`config.mk`:
```
export PLATFORM = sky130hd
export DESIGN_NAME = ud_route_filter
export DESIGN_NICKNAME = d
export VERILOG_FILES = /design/src/rtl/ud_route_pkg.sv /design/src/rtl/ud_route_table.sv /design/src/rtl/ud_layer_legal.sv /design/src/rtl/ud_port_pick.sv /design/src/rtl/ud_route_filter.sv
export SDC_FILE = /design/constraint.sdc
export NUM_CORES = 1
export LEC_CHECK = 0
export ABC_AREA = 1
export ABC_CLOCK_PERIOD_IN_PS = 3500
export CORE_MARGIN = 2
export CORE_UTILIZATION = 40
export DETAILED_ROUTE_END_ITERATION = 12
export GPL_TIMING_DRIVEN = 0
export SYNTH_ARGS = -nofsm -noshare
export SYNTH_HDL_FRONTEND = slang
export SYNTH_HIERARCHICAL = 1
export SYNTH_SLANG_ARGS = --single-unit
export TNS_END_PERCENT = 20
```
`constraint.sdc`:
```
create_clock -name clk -period 3.5 [get_ports clk]
set_clock_uncertainty 0.1 [all_clocks]
set_input_delay 0.35 -clock clk [delete_from_list [all_inputs] [get_ports clk]]
set_output_delay 0.35 -clock clk [all_outputs]
set_load 0.005 [all_outputs]
```
`src/rtl/ud_route_pkg.sv`:
```
// Shared helpers for the up/down route filter.
// Assumes entries are packed as {minimal[L-1:0], up[L-1:0], present}.
package ud_route_pkg;

    // Width of an index over n items, never less than one bit.
    function automatic int idx_w(input int n);
        return (n <= 2) ? 1 : $clog2(n);
    endfunction

    // Width of one table entry for a given number of layers.
    function automatic int entry_w(input int layers);
        return 1 + 2 * layers;
    endfunction

    // Bit position of the up flag of layer l.
    function automatic int up_pos(input int l);
        return 1 + l;
    endfunction

    // Bit position of the minimal flag of layer l.
    function automatic int min_pos(input int layers, input int l);
        return 1 + layers + l;
    endfunction

endpackage

```
`src/rtl/ud_route_table.sv`:
```
// Per-port direction/minimality table.
// Registered storage, written one entry per cycle. The contents are exposed
// as per-layer vectors, so that readers see the value before any write in
// the same cycle. Assumes write addresses at or above NUM_PORTS are dropped.
module ud_route_table
    import ud_route_pkg::*;
#(
    parameter int NUM_PORTS  = 8,
    parameter int NUM_LAYERS = 2,
    localparam int PORT_W    = idx_w(NUM_PORTS),
    localparam int ENTRY_W   = entry_w(NUM_LAYERS)
) (
    input  logic                                  clk,
    input  logic                                  rst_n,
    input  logic                                  wr_en,
    input  logic [PORT_W-1:0]                     wr_addr,
    input  logic [ENTRY_W-1:0]                    wr_data,
    output logic [NUM_PORTS-1:0]                  present,
    output logic [NUM_LAYERS-1:0][NUM_PORTS-1:0]  up,
    output logic [NUM_LAYERS-1:0][NUM_PORTS-1:0]  minimal
);

    logic [ENTRY_W-1:0] tbl_q [NUM_PORTS];

    // Store entries; reset empties the table.
    always_ff @(posedge clk) begin
        if (!rst_n) begin
            for (int p = 0; p < NUM_PORTS; p++) begin
                tbl_q[p] <= '0;
            end
        end else if (wr_en && (int'(wr_addr) < NUM_PORTS)) begin
            tbl_q[wr_addr] <= wr_data;
        end
    end

    // Split entries into per-layer vectors.
    for (genvar p = 0; p < NUM_PORTS; p++) begin : g_port
        assign present[p] = tbl_q[p][0];
        for (genvar l = 0; l < NUM_LAYERS; l++) begin : g_layer
            assign up[l][p]      = tbl_q[p][up_pos(l)];
            assign minimal[l][p] = tbl_q[p][min_pos(NUM_LAYERS, l)];
        end
    end

endmodule

```
`src/rtl/ud_layer_legal.sv`:
```
// Legal-candidate mask for one layer.
// A port is legal when the layer is permitted, the port exists and is
// minimal in this layer, and it is not an up hop while up hops are blocked.
module ud_layer_legal #(
    parameter int NUM_PORTS = 8
) (
    input  logic                 enable,
    input  logic                 block_up,
    input  logic [NUM_PORTS-1:0] present,
    input  logic [NUM_PORTS-1:0] up,
    input  logic [NUM_PORTS-1:0] minimal,
    output logic [NUM_PORTS-1:0] legal
);

    // Combine presence, minimality and the turn rule.
    always_comb begin
        legal = present & minimal & ~(up & {NUM_PORTS{block_up}});
        if (!enable) begin
            legal = '0;
        end
    end

endmodule

```
`src/rtl/ud_port_pick.sv`:
```
// Fixed-priority picker: lowest set index wins.
// found is 0 and idx is 0 when the mask is empty.
module ud_port_pick
    import ud_route_pkg::*;
#(
    parameter int NUM_PORTS = 8,
    localparam int PORT_W   = idx_w(NUM_PORTS)
) (
    input  logic [NUM_PORTS-1:0] mask,
    output logic                 found,
    output logic [PORT_W-1:0]    idx
);

    // Scan from the top so that the lowest set bit is written last.
    always_comb begin
        found = 1'b0;
        idx   = '0;
        for (int i = NUM_PORTS - 1; i >= 0; i--) begin
            if (mask[i]) begin
                found = 1'b1;
                idx   = PORT_W'(i);
            end
        end
    end

endmodule

```
`src/rtl/ud_route_filter.sv`:
```
// Multi-layer up/down route filter (top).
// Applies the up-then-down rule in each virtual-channel layer, lets packets
// fall only to lower layers (restarting the descent flag), and registers the
// decision with one cycle of latency. Assumes the table reflects each
// layer's spanning tree and the packet's destination.
module ud_route_filter
    import ud_route_pkg::*;
#(
    parameter int NUM_PORTS  = 8,
    parameter int NUM_LAYERS = 2,
    localparam int PORT_W    = idx_w(NUM_PORTS),
    localparam int LAYER_W   = idx_w(NUM_LAYERS),
    localparam int ENTRY_W   = entry_w(NUM_LAYERS)
) (
    input  logic               clk,
    input  logic               rst_n,
    input  logic               tbl_wr_en,
    input  logic [PORT_W-1:0]  tbl_wr_addr,
    input  logic [ENTRY_W-1:0] tbl_wr_data,
    input  logic               req_valid,
    input  logic [LAYER_W-1:0] req_layer,
    input  logic               req_phase,
    output logic               rsp_fwd,
    output logic               rsp_noroute,
    output logic [PORT_W-1:0]  rsp_port,
    output logic [LAYER_W-1:0] rsp_layer,
    output logic               rsp_phase
);

    logic [NUM_PORTS-1:0]                  tbl_present;
    logic [NUM_LAYERS-1:0][NUM_PORTS-1:0]  tbl_up;
    logic [NUM_LAYERS-1:0][NUM_PORTS-1:0]  tbl_min;
    logic [NUM_LAYERS-1:0][NUM_PORTS-1:0]  legal;
    logic [NUM_LAYERS-1:0]                 lay_found;
    logic [NUM_LAYERS-1:0][PORT_W-1:0]     lay_idx;
    logic                                  layer_ok;
    logic                                  sel_found;
    logic [LAYER_W-1:0]                    sel_layer;
    logic [PORT_W-1:0]                     sel_port;
    logic                                  sel_up;
    logic                                  sel_phase;

    ud_route_table #(
        .NUM_PORTS  (NUM_PORTS),
        .NUM_LAYERS (NUM_LAYERS)
    ) table_i (
        .clk     (clk),
        .rst_n   (rst_n),
        .wr_en   (tbl_wr_en),
        .wr_addr (tbl_wr_addr),
        .wr_data (tbl_wr_data),
        .present (tbl_present),
        .up      (tbl_up),
        .minimal (tbl_min)
    );

    // Request layer must name an existing layer.
    assign layer_ok = ({1'b0, req_layer} < (LAYER_W + 1)'(NUM_LAYERS));

    for (genvar l = 0; l < NUM_LAYERS; l++) begin : g_layer
        logic en_l;
        logic blk_l;
        assign en_l  = layer_ok && ((LAYER_W + 1)'(l) <= {1'b0, req_layer});
        assign blk_l = ((LAYER_W + 1)'(l) == {1'b0, req_layer}) && req_phase;

        ud_layer_legal #(
            .NUM_PORTS (NUM_PORTS)
        ) legal_i (
            .enable   (en_l),
            .block_up (blk_l),
            .present  (tbl_present),
            .up       (tbl_up[l]),
            .minimal  (tbl_min[l]),
            .legal    (legal[l])
        );

        ud_port_pick #(
            .NUM_PORTS (NUM_PORTS)
        ) pick_i (
            .mask  (legal[l]),
            .found (lay_found[l]),
            .idx   (lay_idx[l])
        );
    end

    // Choose the layer: the current one first, else the highest lower one.
    always_comb begin
        sel_found = 1'b0;
        sel_layer = '0;
        sel_port  = '0;
        for (int l = 0; l < NUM_LAYERS; l++) begin
            if (lay_found[l] && ((LAYER_W + 1)'(l) < {1'b0, req_layer})) begin
                sel_found = 1'b1;
                sel_layer = LAYER_W'(l);
                sel_port  = lay_idx[l];
            end
        end
        for (int l = 0; l < NUM_LAYERS; l++) begin
            if (lay_found[l] && ((LAYER_W + 1)'(l) == {1'b0, req_layer})) begin
                sel_found = 1'b1;
                sel_layer = LAYER_W'(l);
                sel_port  = lay_idx[l];
            end
        end
    end

    // Work out the new descent flag from the chosen hop.
    always_comb begin
        sel_up = 1'b0;
        for (int l = 0; l < NUM_LAYERS; l++) begin
            if (LAYER_W'(l) == sel_layer) begin
                sel_up = tbl_up[l][sel_port];
            end
        end
        sel_phase = ((sel_layer == req_layer) && req_phase) || !sel_up;
    end

    // Register the decision.
    always_ff @(posedge clk) begin
        if (!rst_n) begin
            rsp_fwd     <= 1'b0;
            rsp_noroute <= 1'b0;
            rsp_port    <= '0;
            rsp_layer   <= '0;
            rsp_phase   <= 1'b0;
        end else begin
            rsp_fwd     <= req_valid && sel_found;
            rsp_noroute <= req_valid && !sel_found;
            rsp_port    <= (req_valid && sel_found) ? sel_port : '0;
            rsp_layer   <= (req_valid && sel_found) ? sel_layer : '0;
            rsp_phase   <= req_valid && sel_found && sel_phase;
        end
    end

endmodule

```
==> summary.txt <==
Outcome
  • Status: complete, no violations

Worst setup path
  • CP dominant cell by count: nand2_1
  • Reg-to-reg startpoint: table_i/tbl_q[7][0]
  • Reg2reg setup slack: 1.32 ns
  • Element type at the critical path end: register
  • Critical path's slowest cell: clkdlybuf4s50_1
  • Startpoint types: input pin
  • Top Family by Delay on Critical Path: simple AND/OR/NAND/NOR gates
  • Max Fanout on Critical Path: 9
  • Crit-path max cell delay: 0.63 ns
  • Reg2Reg Depth: 15
  • Critical path cell sequence: clkdlybuf4s50_1 -> nand2_1 -> inv_1 -> buf_2 -> nand2_1 -> inv_1 -> nor2_1 -> or2_1 -> nor3_2 -> nand2_1 -> nand2_4 -> nand2_4 -> nand2_4 -> nand2_1 -> nand3_1 -> nand3_1 -> nand3_1 -> nand3_1 -> nand2_1 -> inv_1
  • CP Buf/Inv Count: 5
  • Reg2reg end: rsp_phase
  • Worst EP required: 3.61 ns
  • Crit path DAT: 2.93 ns
  • Crit Path Class: in -> reg

Synthesis
  • Library cells used by synthesis: 23
  • Register area share after synthesis: 0.5534
  • Synth Net Count: 311
  • Synth Area in Adders: 0
  • Largest family of logic cells by synthesized area: simple AND/OR/NAND/NOR gates
  • Mux cell area share after synthesis: 0
  • Post-Synth XOR/XNOR Area: 0
  • Post-Synth Simple-Gate Area: 0.3356
  • Synth top area share: 0.4956
  • Compound-Gate Fraction of Synth Area: 0.02065
  • Area contributors post-synth: edfxtp_1 50%, nor2_1 10%, nand2_1 10%
  • #FFs+latches synth: 47
  • YS warnings: 6
  • Syn_area_per_cell: 8.160 µm²
  • Async S/R FF share, synth: 0
  • Mapped Cells: 297
  • Post-synth EDFFs: 40
  • Biggest area consumer among synthesized cells: edfxtp_1
  • Netlist Area Pre-Place: 2424 µm²
  • Ys flop type: edfxtp_1

Drt
  • Initial detailed-routing violation count: 150
  • Final ANT Viol Nets: 0
  • WL/cell: 12.76 µm
  • DR pass1 iterations: 4
  • Vias: 1,919
  • WL final: 5091 µm
  • Residual DRC count: 0
  • Via density: 4.810

GRT
  • Number of global-route vias before repair: 1,701
  • GRT overflow: 0
  • First-pass GRT wire length: 8079 µm
  • Initial antenna violation count: 0
  • Pin count of the biggest net entering global routing: 15
  • All-layer global routing usage: 0.1660

CTS
  • Setup Fix Bufs, Post-CTS: 0
  • Clk sinks: 47
  • Clock tree buffer depth: 2
  • CTS Root Cell: clkbuf_8
  • CTS Buf Count: 5
  • CTS Hold Bufs: 0
  • TritonCTS clock tree: yes
  • PostCTS Resize Cnt: 0
  • Clock slew at reported path FFs: 0.08 ns
  • Clock Latency Late Sink: 0.30 ns
  • H-tree levels: 2

Placement
  • Placed Cells incl. Taps: 392
  • # port buffers: 20
  • Routability cong.: 0.8571
  • Final HPWL DP: 3822 µm

Floorplan
  • Die Width: 81.84 µm
  • I/O pin cnt: 21
  • Die area: 6698 µm²
  • Row count: 28
  • Die height: 81.84 µm
  • Initial Util: 0.4118
  • Core ar.: 5886 µm²

Pwr
  • Maximum vdd drop: 0.1649 mV
  • Leakage power: 1.306 nW
  • Power Total: 1.242 mW
  • Pwr Density: 439.9 nW/µm²

STA
  • Fmax: 354.0 MHz
  • Final hold violations: 0
  • Post-layout minimum cycle time: 2.825 ns
  • Final setup viols: 0
  • TNS Setup: 0 ns
  • Final slew viol count: 0
  • Final period util: 0.8071
  • RSZ-0062 raised after global routing: no

Finish
  • Diodes inserted: 0
  • Synthesis-to-finish area growth: 16.52%
  • Share of post-route cells with drive strength above 1: 0.07407
  • Post-layout net count: 338
  • Fin cells: 399

Flow run
  • MaxCap Viol Count: 0

Hold path
  • Hold Path Sink: rsp_layer
  • Worst Hold Class: in -> reg
  • Hold_sp: req_valid
  • Hold depth: 3
[routing by layer]
layer	vias to the layer above	global-route usage	wire length [µm]
met5	-	0	0
met4	0	0.06833	114
met3	10	0.03516	420
met2	66	0.2740	2330
met1	853	0.2112	2225
li1	990	-	-
[synthesized netlist by cell type, types with 2 or more instances]
master,count
a21oi_1,2
a31oi_1,2
buf_2,2
clkbuf_2,2
dfxtp_1,7
edfxtp_1,40
inv_1,48
nand2_1,65
nand2_4,3
nand3_1,41
nand4_1,2
nor2_1,67
nor2_2,3
nor3_2,2
o21ai_2,2
or2_1,2
[layout make-up]
cell class	instances	area (µm²)
fill	584	3062
sequential	47	1341
multi-input combinational	196	867.1
timing repair buffer	20	200.2
inverter	49	183.9
tap	75	93.84
clock buffer	5	68.82
clock inverter	2	37.54
buffer	5	31.28
[logic make-up (layout without fill, tap and decap cells)]
group,after synthesis,in the layout
other cells,1,1
compound gates,8,8
flops,47,47
simple gates,187,187
buf+inv,54,81
[worst max path at each step]
stage          startpoint   endpoint  slack, ns  depth (start not counted)
2_1_floorplan   req_phase  rsp_phase       1.36                         19
3_3_place_gp    req_layer  rsp_phase       0.33                         20
3_5_place_dp    req_layer  rsp_phase       0.33                         20
4_1_cts         req_layer  rsp_phase       0.63                         20
5_1_grt         req_layer  rsp_phase       0.35                         20
6_report        req_layer  rsp_phase       0.68                         20
[registers in the layout, summed over array words and instances (netlist names)]
signal         count
rsp_layer          1
rsp_port           3
rsp_fwd            1
table_i/tbl_q     40
rsp_phase          1
rsp_noroute        1
[worst register-to-register path: stages (launching register included)]
cell,delay [ns]
edfxtp_1,0.39
nand3_1,0.10
nor2_1,0.05
or2_1,0.25
nor3_2,0.17
nand2_1,0.17
nand2_4,0.17
nand2_4,0.11
nand2_4,0.13
nand2_1,0.06
nand3_1,0.06
nand3_1,0.08
nand3_1,0.09
nand3_1,0.07
nand2_1,0.06
inv_1,0.03
[placed cells by master (no fill, tap or decap)]
cell type        instances
buf_2                    2
o21ai_1                  1
clkbuf_2                 2
clkbuf_8                 5
nor3_2                   2
bufinv_16                1
or2_1                    2
nand4_1                  2
dfxtp_1                  7
conb_1                   1
a31oi_1                  2
inv_2                    1
inv_1                   48
buf_6                    1
nand3_2                  1
edfxtp_1                40
a21oi_1                  2
nand3_1                 41
clkdlybuf4s50_1         20
clkinvlp_4               1
nor2_2                   3
nand2_4                  3
nor3_1                   1
o21ai_0                  1
nand2_1                 65
o21ai_2                  2
nor2_1                  67
[stage by stage]
| stage | util | instance area (µm²) | worst slack [ns] | hold slack [ns] |
|---|---|---|---|---|
| floorplan | - | 2424 | 1.358 | 0.4260 |
| global placement | 0.4617 | 2718 | 0.3289 | 0.6903 |
| detailed placement | 0.4617 | 2718 | 0.3262 | 0.6843 |
| CTS | 0.4798 | 2824 | 0.6309 | 0.5627 |
| global route | 0.4798 | 2824 | 0.3501 | 0.5816 |
| finish | 0.4798 | 2824 | 0.6751 | 0.5623 |
[where the power goes]
group,internal [mW],switching (mW)
clock network,0.209,0.180
registers,0.641,0.0142
logic,0.0733,0.124
total,0.924,0.319
Note: power is estimated with default switching activity, not from simulation.
